[config.mk]
export PLATFORM = sky130hd
export DESIGN_NAME = status_flag_unit
export DESIGN_NICKNAME = d
export VERILOG_FILES = /design/src/rtl/sfu_pkg.sv /design/src/rtl/flag_boundary_eval.sv /design/src/rtl/flag_parity_tree.sv /design/src/rtl/flag_width_lane.sv /design/src/rtl/status_flag_unit.sv
export SDC_FILE = /design/constraint.sdc
export NUM_CORES = 1
export LEC_CHECK = 0
export BUFFER_PORTS_ARGS = -buffer_cell sky130_fd_sc_hd__buf_2
export CAP_MARGIN = 20
export CORE_MARGIN = 2
export CORE_UTILIZATION = 37
export CTS_BUF_LIST = sky130_fd_sc_hd__clkbuf_4 sky130_fd_sc_hd__clkbuf_8
export CTS_CLUSTER_DIAMETER = 60
export DETAILED_ROUTE_END_ITERATION = 12
export PLACE_DENSITY_LB_ADDON = 0.15
export SLEW_MARGIN = 20
export SYNTH_ARGS = -nofsm -noshare
export SYNTH_HDL_FRONTEND = slang
export SYNTH_SLANG_ARGS = --single-unit
export TNS_END_PERCENT = 30
[constraint.sdc]
create_clock -name clk -period 0.9 [get_ports clk]
set_input_delay 0.18 -clock clk [delete_from_list [all_inputs] [get_ports clk]]
set_output_delay 0.18 -clock clk [all_outputs]
set_load 0.01 [all_outputs]
[src/rtl/sfu_pkg.sv]
package sfu_pkg;
    localparam int FLAG_W     = 16;
    localparam int CTL_W      = 3;
    localparam int POS_CARRY  = 0;
    localparam int POS_PARITY = 2;
    localparam int POS_AUX    = 4;
    localparam int POS_ZERO   = 6;
    localparam int POS_SIGN   = 7;
    localparam int POS_STEP   = 8;
    localparam int POS_INTEN  = 9;
    localparam int POS_DIR    = 10;
    localparam int POS_OVF    = 11;

    typedef enum logic [1:0] {
        OPC_ADD   = 2'b00,
        OPC_SUB   = 2'b01,
        OPC_LOGIC = 2'b10,
        OPC_HOLD  = 2'b11
    } op_cls_e;

    typedef struct packed {
        logic cf;
        logic pf;
        logic af;
        logic zf;
        logic sf;
        logic ovf;
    } status_t;

    typedef struct packed {
        logic dir;
        logic inten;
        logic step;
    } ctl_t;

    typedef struct packed {
        status_t st;
        ctl_t    ctl;
    } flag_state_t;
endpackage

[src/rtl/flag_boundary_eval.sv]
module flag_boundary_eval (
    input  logic a_bit,
    input  logic b_bit,
    input  logic r_bit,
    input  logic is_sub,
    output logic cout
);
    logic cin_rec;
    logic differ;

    always_comb begin
        cin_rec = a_bit ^ b_bit ^ r_bit;
        differ  = a_bit ^ b_bit;
        if (is_sub) begin
            cout = (~a_bit & b_bit) | (~differ & cin_rec);
        end else begin
            cout = (a_bit & b_bit) | (differ & cin_rec);
        end
    end
endmodule

[src/rtl/flag_parity_tree.sv]
module flag_parity_tree #(
    parameter int W = 8
) (
    input  logic [W-1:0] bits_i,
    output logic         even_o
);
    logic [W-1:0] acc;

    assign acc[0] = bits_i[0];
    for (genvar g = 1; g < W; g++) begin : g_chain
        assign acc[g] = acc[g-1] ^ bits_i[g];
    end
    assign even_o = ~acc[W-1];
endmodule

[src/rtl/flag_width_lane.sv]
module flag_width_lane #(
    parameter int LANE_W = 8
) (
    input  logic [LANE_W-1:0] a_i,
    input  logic [LANE_W-1:0] b_i,
    input  logic [LANE_W-1:0] r_i,
    input  logic              is_sub,
    output logic              cout_o,
    output logic              ovf_o,
    output logic              sign_o,
    output logic              zero_o
);
    localparam int MSB = LANE_W - 1;

    flag_boundary_eval msb_eval_i (
        .a_bit (a_i[MSB]),
        .b_bit (b_i[MSB]),
        .r_bit (r_i[MSB]),
        .is_sub(is_sub),
        .cout  (cout_o)
    );

    always_comb begin
        sign_o = r_i[MSB];
        zero_o = (r_i == '0);
        if (is_sub) begin
            ovf_o = (a_i[MSB] != b_i[MSB]) && (r_i[MSB] != a_i[MSB]);
        end else begin
            ovf_o = (a_i[MSB] == b_i[MSB]) && (r_i[MSB] != a_i[MSB]);
        end
    end
endmodule

[src/rtl/status_flag_unit.sv]
module status_flag_unit
    import sfu_pkg::*;
#(
    parameter int DATA_W = 16,
    parameter int BYTE_W = 8,
    parameter int NIB_W  = 4
) (
    input  logic              clk,
    input  logic              rst_n,
    input  logic              upd_en,
    input  logic [1:0]        op_cls,
    input  logic              byte_sel,
    input  logic [DATA_W-1:0] opa,
    input  logic [DATA_W-1:0] opb,
    input  logic [DATA_W-1:0] res,
    input  logic              ctl_we,
    input  logic [CTL_W-1:0]  ctl_wdata,
    output logic [FLAG_W-1:0] flags_q
);
    localparam int N_LANES  = 2;
    localparam int LANE_SEL = 0;

    op_cls_e     op;
    logic        is_sub;
    logic        aux_c;
    logic        par_even;
    logic [N_LANES-1:0] lane_cout;
    logic [N_LANES-1:0] lane_ovf;
    logic [N_LANES-1:0] lane_sign;
    logic [N_LANES-1:0] lane_zero;
    flag_state_t state_d;
    flag_state_t state_q;
    status_t     arith_s;

    assign op     = op_cls_e'(op_cls);
    assign is_sub = (op == OPC_SUB);

    for (genvar g = 0; g < N_LANES; g++) begin : g_lane
        localparam int LW = (g == LANE_SEL) ? BYTE_W : DATA_W;
        flag_width_lane #(.LANE_W(LW)) lane_i (
            .a_i   (opa[LW-1:0]),
            .b_i   (opb[LW-1:0]),
            .r_i   (res[LW-1:0]),
            .is_sub(is_sub),
            .cout_o(lane_cout[g]),
            .ovf_o (lane_ovf[g]),
            .sign_o(lane_sign[g]),
            .zero_o(lane_zero[g])
        );
    end

    flag_boundary_eval nib_eval_i (
        .a_bit (opa[NIB_W-1]),
        .b_bit (opb[NIB_W-1]),
        .r_bit (res[NIB_W-1]),
        .is_sub(is_sub),
        .cout  (aux_c)
    );

    flag_parity_tree #(.W(BYTE_W)) par_i (
        .bits_i(res[BYTE_W-1:0]),
        .even_o(par_even)
    );

    always_comb begin
        arith_s.cf  = byte_sel ? lane_cout[0] : lane_cout[1];
        arith_s.ovf = byte_sel ? lane_ovf[0]  : lane_ovf[1];
        arith_s.sf  = byte_sel ? lane_sign[0] : lane_sign[1];
        arith_s.zf  = byte_sel ? lane_zero[0] : lane_zero[1];
        arith_s.af  = aux_c;
        arith_s.pf  = par_even;

        state_d = state_q;
        if (upd_en) begin
            case (op)
                OPC_ADD, OPC_SUB: state_d.st = arith_s;
                OPC_LOGIC: begin
                    state_d.st.cf  = 1'b0;
                    state_d.st.ovf = 1'b0;
                    state_d.st.pf  = arith_s.pf;
                    state_d.st.zf  = arith_s.zf;
                    state_d.st.sf  = arith_s.sf;
                end
                default: ;
            endcase
        end
        if (ctl_we) begin
            state_d.ctl = ctl_t'(ctl_wdata);
        end
    end

    always_ff @(posedge clk or negedge rst_n) begin
        if (!rst_n) begin
            state_q <= '0;
        end else begin
            state_q <= state_d;
        end
    end

    always_comb begin
        flags_q             = '0;
        flags_q[POS_CARRY]  = state_q.st.cf;
        flags_q[POS_PARITY] = state_q.st.pf;
        flags_q[POS_AUX]    = state_q.st.af;
        flags_q[POS_ZERO]   = state_q.st.zf;
        flags_q[POS_SIGN]   = state_q.st.sf;
        flags_q[POS_STEP]   = state_q.ctl.step;
        flags_q[POS_INTEN]  = state_q.ctl.inten;
        flags_q[POS_DIR]    = state_q.ctl.dir;
        flags_q[POS_OVF]    = state_q.st.ovf;
    end

    p_ctl_hold_r7: assert property (@(posedge clk) disable iff (!rst_n)
        !ctl_we |=> flags_q[POS_DIR:POS_STEP] == $past(flags_q[POS_DIR:POS_STEP]));
    p_ctl_write_r7: assert property (@(posedge clk) disable iff (!rst_n)
        ctl_we |=> flags_q[POS_DIR:POS_STEP] == $past(ctl_wdata));
    p_logic_clear_r6: assert property (@(posedge clk) disable iff (!rst_n)
        (upd_en && op_cls == 2'b10) |=> (!flags_q[POS_CARRY] && !flags_q[POS_OVF]));
    p_logic_aux_r6: assert property (@(posedge clk) disable iff (!rst_n)
        (upd_en && op_cls == 2'b10) |=> flags_q[POS_AUX] == $past(flags_q[POS_AUX]));
    p_idle_hold_r8: assert property (@(posedge clk) disable iff (!rst_n)
        (!ctl_we && (!upd_en || op_cls == 2'b11)) |=> $stable(flags_q));
    p_sign_byte_r4: assert property (@(posedge clk) disable iff (!rst_n)
        (upd_en && op_cls != 2'b11 && byte_sel) |=> flags_q[POS_SIGN] == $past(res[BYTE_W-1]));
    p_sign_word_r4: assert property (@(posedge clk) disable iff (!rst_n)
        (upd_en && op_cls != 2'b11 && !byte_sel) |=> flags_q[POS_SIGN] == $past(res[DATA_W-1]));
    p_parity_r2: assert property (@(posedge clk) disable iff (!rst_n)
        (upd_en && op_cls != 2'b11) |=> flags_q[POS_PARITY] == ~^$past(res[BYTE_W-1:0]));
    p_unused_zero_r9: assert property (@(posedge clk) disable iff (!rst_n)
        (flags_q & 16'hF02A) == 16'h0000);
endmodule

==> reports/qor.csv <==
stage,metric,value,unit
sta,final_max_slew_viol_count,0,
run,drv_cap,0,
sta,fmax,1.025,GHz
layout,diodes,0,
clocking,clkSlewWorstSetupHoldPaths,0.06,ns
clocking,clock_path_buffers,2,
clocking,cts-root-buf,clkbuf_4,
logic_synthesis,synth-seq-cells,9,
routing,drt_iter0_drc,1,
layout,syn_to_final_growth,57.83,%
logic_synthesis,synth_top_area_share,0.3000,
routing,drcViolationCount,0,
die,pin_count,74,
pwr,p_per_area,1122,nW/um2
clocking,clk_latency,0.25,ns
routing,routedWlPerCell,10.15,um
worst_setup_path,endpoint_kind,flip-flop,
worst_setup_path,worstReg2RegEnd,flags_q[11]$_DFFE_PN0P_,
worst_hold_path,hold_start,ctl_wdata[1],
placed_design,place_area,1028,um2
pwr,total_power,1329,uW
placed_design,gp_routability_congestion,0.7512,
routing,via_per_inst,4.460,
logic_synthesis,ys_top_cells_by_area,"dfrtp_1 (30%), ha_1 (12%), xnor2_1 (8.2%)",
global_routing,grt_pass1_wl,2829,um
die,die-area,2405,um2
routing,vias,718,
global_routing,grt_pass1_vias,688,
worst_setup_path,crit_path_start_kind,primary input,
clocking,cts_buffers,3,
die,die_h,49.05,um
logic_synthesis,post-synth-top-area-cell,dfrtp_1,
routing,firstDrtPassIters,4,
worst_setup_path,critPathRequiredTime,1.04,ns
sta,fin_skew,0,ns
worst_setup_path,ff2ff_setup_slack,0.08,ns
routing,met3_length,97,um
placed_design,port_buffers,40,
worst_setup_path,r2r-start,flags_q[11]$_DFFE_PN0P_,
logic_synthesis,syn_inst,81,
routing,ant_nets,0,
logic_synthesis,yosysWarnings,0,
logic_synthesis,ys_types,28,
layout,seq_area,225.2,um2
die,die_x,49.05,um
pwr,leakage,0.0005901,uW
die,initial_core_util,0.3866,
global_routing,antenna_found_initial,0,
routing,wl_met1,651,um
global_routing,gr-total-overflow,0,
worst_hold_path,hold_class,in -> reg,
sta,period_needed,0.9760,ns
worst_setup_path,arrival,1.12,ns
worst_hold_path,min_delay_path_depth,2,
sta,rsz0062_at_grt,true,
layout,fin_nets,200,
layout,drive_gt1_frac,0.5522,
run_status,status,"finished, violations left",
logic_synthesis,avgSynthCellArea,9.268,um2
worst_setup_path,crit_fanout,2,
placed_design,dp_hpwl,1319,um
sta,setup_viol,11,
clocking,cts.htree.levels,1,
worst_hold_path,holdPathEnd,flags_q[9]$_DFFE_PN0P_,
routing,drt-total-wl,1634,um
worst_setup_path,critical_path_class,in -> reg,
die,core_area,1942,um2
layout,stdcell_area,1185,um2
clocking,tritoncts,done,
logic_synthesis,syn_area,750.7,um2
sta,timing.final.ws_setup,-0.07595,ns
sta,hold_viol_final,0,
routing,top_layer_used,met4,
sta,fin_crit_sh,1.084,
layout,fillerInstances,178,
global_routing,grt.total_usage,0.1496,
worst_setup_path,r2r_cells,2,
pwr,ir_drop,0.5340,mV
logic_synthesis,yosysSeqAreaShare,0.3000,
run_status,violations,setup timing,
global_routing,grt_max_degree,10,
routing,wl_met2,875,um
layout,multi_input_area,529.3,um2
die,row_count,16,
clocking,clock_sinks,9,
layout,largest_reg_flops,9,
[cell type report]
type                            instances  share of cell area
Timing Repair Buffer                   53              0.2830
Sequential cell                         9              0.1901
Tap cell                               27             0.02851
Multi-Input combinational cell         61              0.4467
Clock buffer                            4             0.02534
Inverter                                7             0.02640
[where the power goes]
part / total [uW] / switching (uW) / internal, uW
logic: 520 / 235 / 285
registers: 484 / 25.9 / 458
clock network: 326 / 126 / 200
total: 1330 / 387 / 943
[metal layers]
layer | up-vias | GRT usage
met3 | 2 | 0.02454
met1 | 327 | 0.1727
met4 | 0 | 0.07143
met5 | - | 0
met2 | 23 | 0.2671
li1 | 366 | -
[worst max-delay path by stage]
stage | start | to | slack, ns
after floorplan | opa[15] | flags_q[0]$_DFFE_PN0P_ | -0.20
after global placement | opa[15] | flags_q[0]$_DFFE_PN0P_ | -0.36
after detailed placement | opa[15] | flags_q[0]$_DFFE_PN0P_ | -0.40
after CTS | opa[15] | flags_q[0]$_DFFE_PN0P_ | -0.1
after global routing | flags_q[11]$_DFFE_PN0P_ | flags_q[11] | -0.10
final | opa[15] | flags_q[0]$_DFFE_PN0P_ | -0.08
[synthesized netlist by cell type]
cell      number
a22o_1         2
nor2b_1        1
ha_1           7
nor3_1         1
nor2_1         3
nor2b_4        1
o311ai_0       1
nand2b_1       1
nor4_1         2
inv_1          7
o32ai_1        2
conb_1         1
buf_6          1
nand2_1        9
a21oi_1        2
buf_2          1
o21ai_1        1
dfrtp_1        9
a31o_1         1
mux2i_1        2
xor2_1         3
nor4b_1        1
mux2_2         3
o21ai_0        2
xnor2_1        7
buf_4          8
a211oi_1       1
o31ai_1        1
[cell families after synthesis]
logic type	synth area share
simple gates	0.1300
buf+inv	0.1367
compound gates	0.1233
xor+xnor	0.1167
flops	0.3000
fa+ha+maj	0.1167
mux	0.07166
other cells	0.004995
[cells in the final DEF, fill, tap and decap left out, types with 2 or more instances in the layout]
cell type  synthesis  final
a22o_1             2      2
buf_2              1     35
buf_4              8     12
buf_6              1      4
clkbuf_4           0      4
conb_1             1      7
dfrtp_1            9      9
ha_1               7      2
ha_4               0      4
inv_1              7      3
inv_2              0      2
inv_4              0      2
mux2_2             3      3
mux2i_1            2      2
nand2_1            9      9
nor2_1             3      3
nor4_1             2      2
o21ai_1            1      2
xnor2_1            7      6
xor2_1             3      2
[critical path, stage by stage]
cell	delay, ns
buf_8	0.10
buf_4	0.13
ha_2	0.18
o32ai_2	0.25
mux2i_1	0.10
a22o_1	0.18
[metrics by stage]
step / hold WS [ns] / setup slack [ns] / util / TNS, ns / instances
after CTS: 0.1574 / -0.09551 / 0.5741 / -0.6264 / 159
after detailed placement: 0.03909 / -0.4043 / 0.5296 / -1.569 / 153
after global placement: 0.03674 / -0.3604 / 0.5296 / -1.453 / 153
after global routing: 0.1530 / -0.1028 / 0.6102 / -1.009 / 161
final: 0.1624 / -0.07595 / 0.6102 / -0.4683 / 161
after floorplan: -0.1156 / -0.1975 / - / -0.6668 / 87
[repair_timing]
item	4_1_cts	5_1_grt
gates cloned	0	0
endpoints found under the hold margin	9	0
hold buffers	1	0
pin swaps	4	5
setup buffers	1	2
endpoints found under the setup margin	13	14
gates resized for setup	10	9
(Power assumes the default switching activity.)
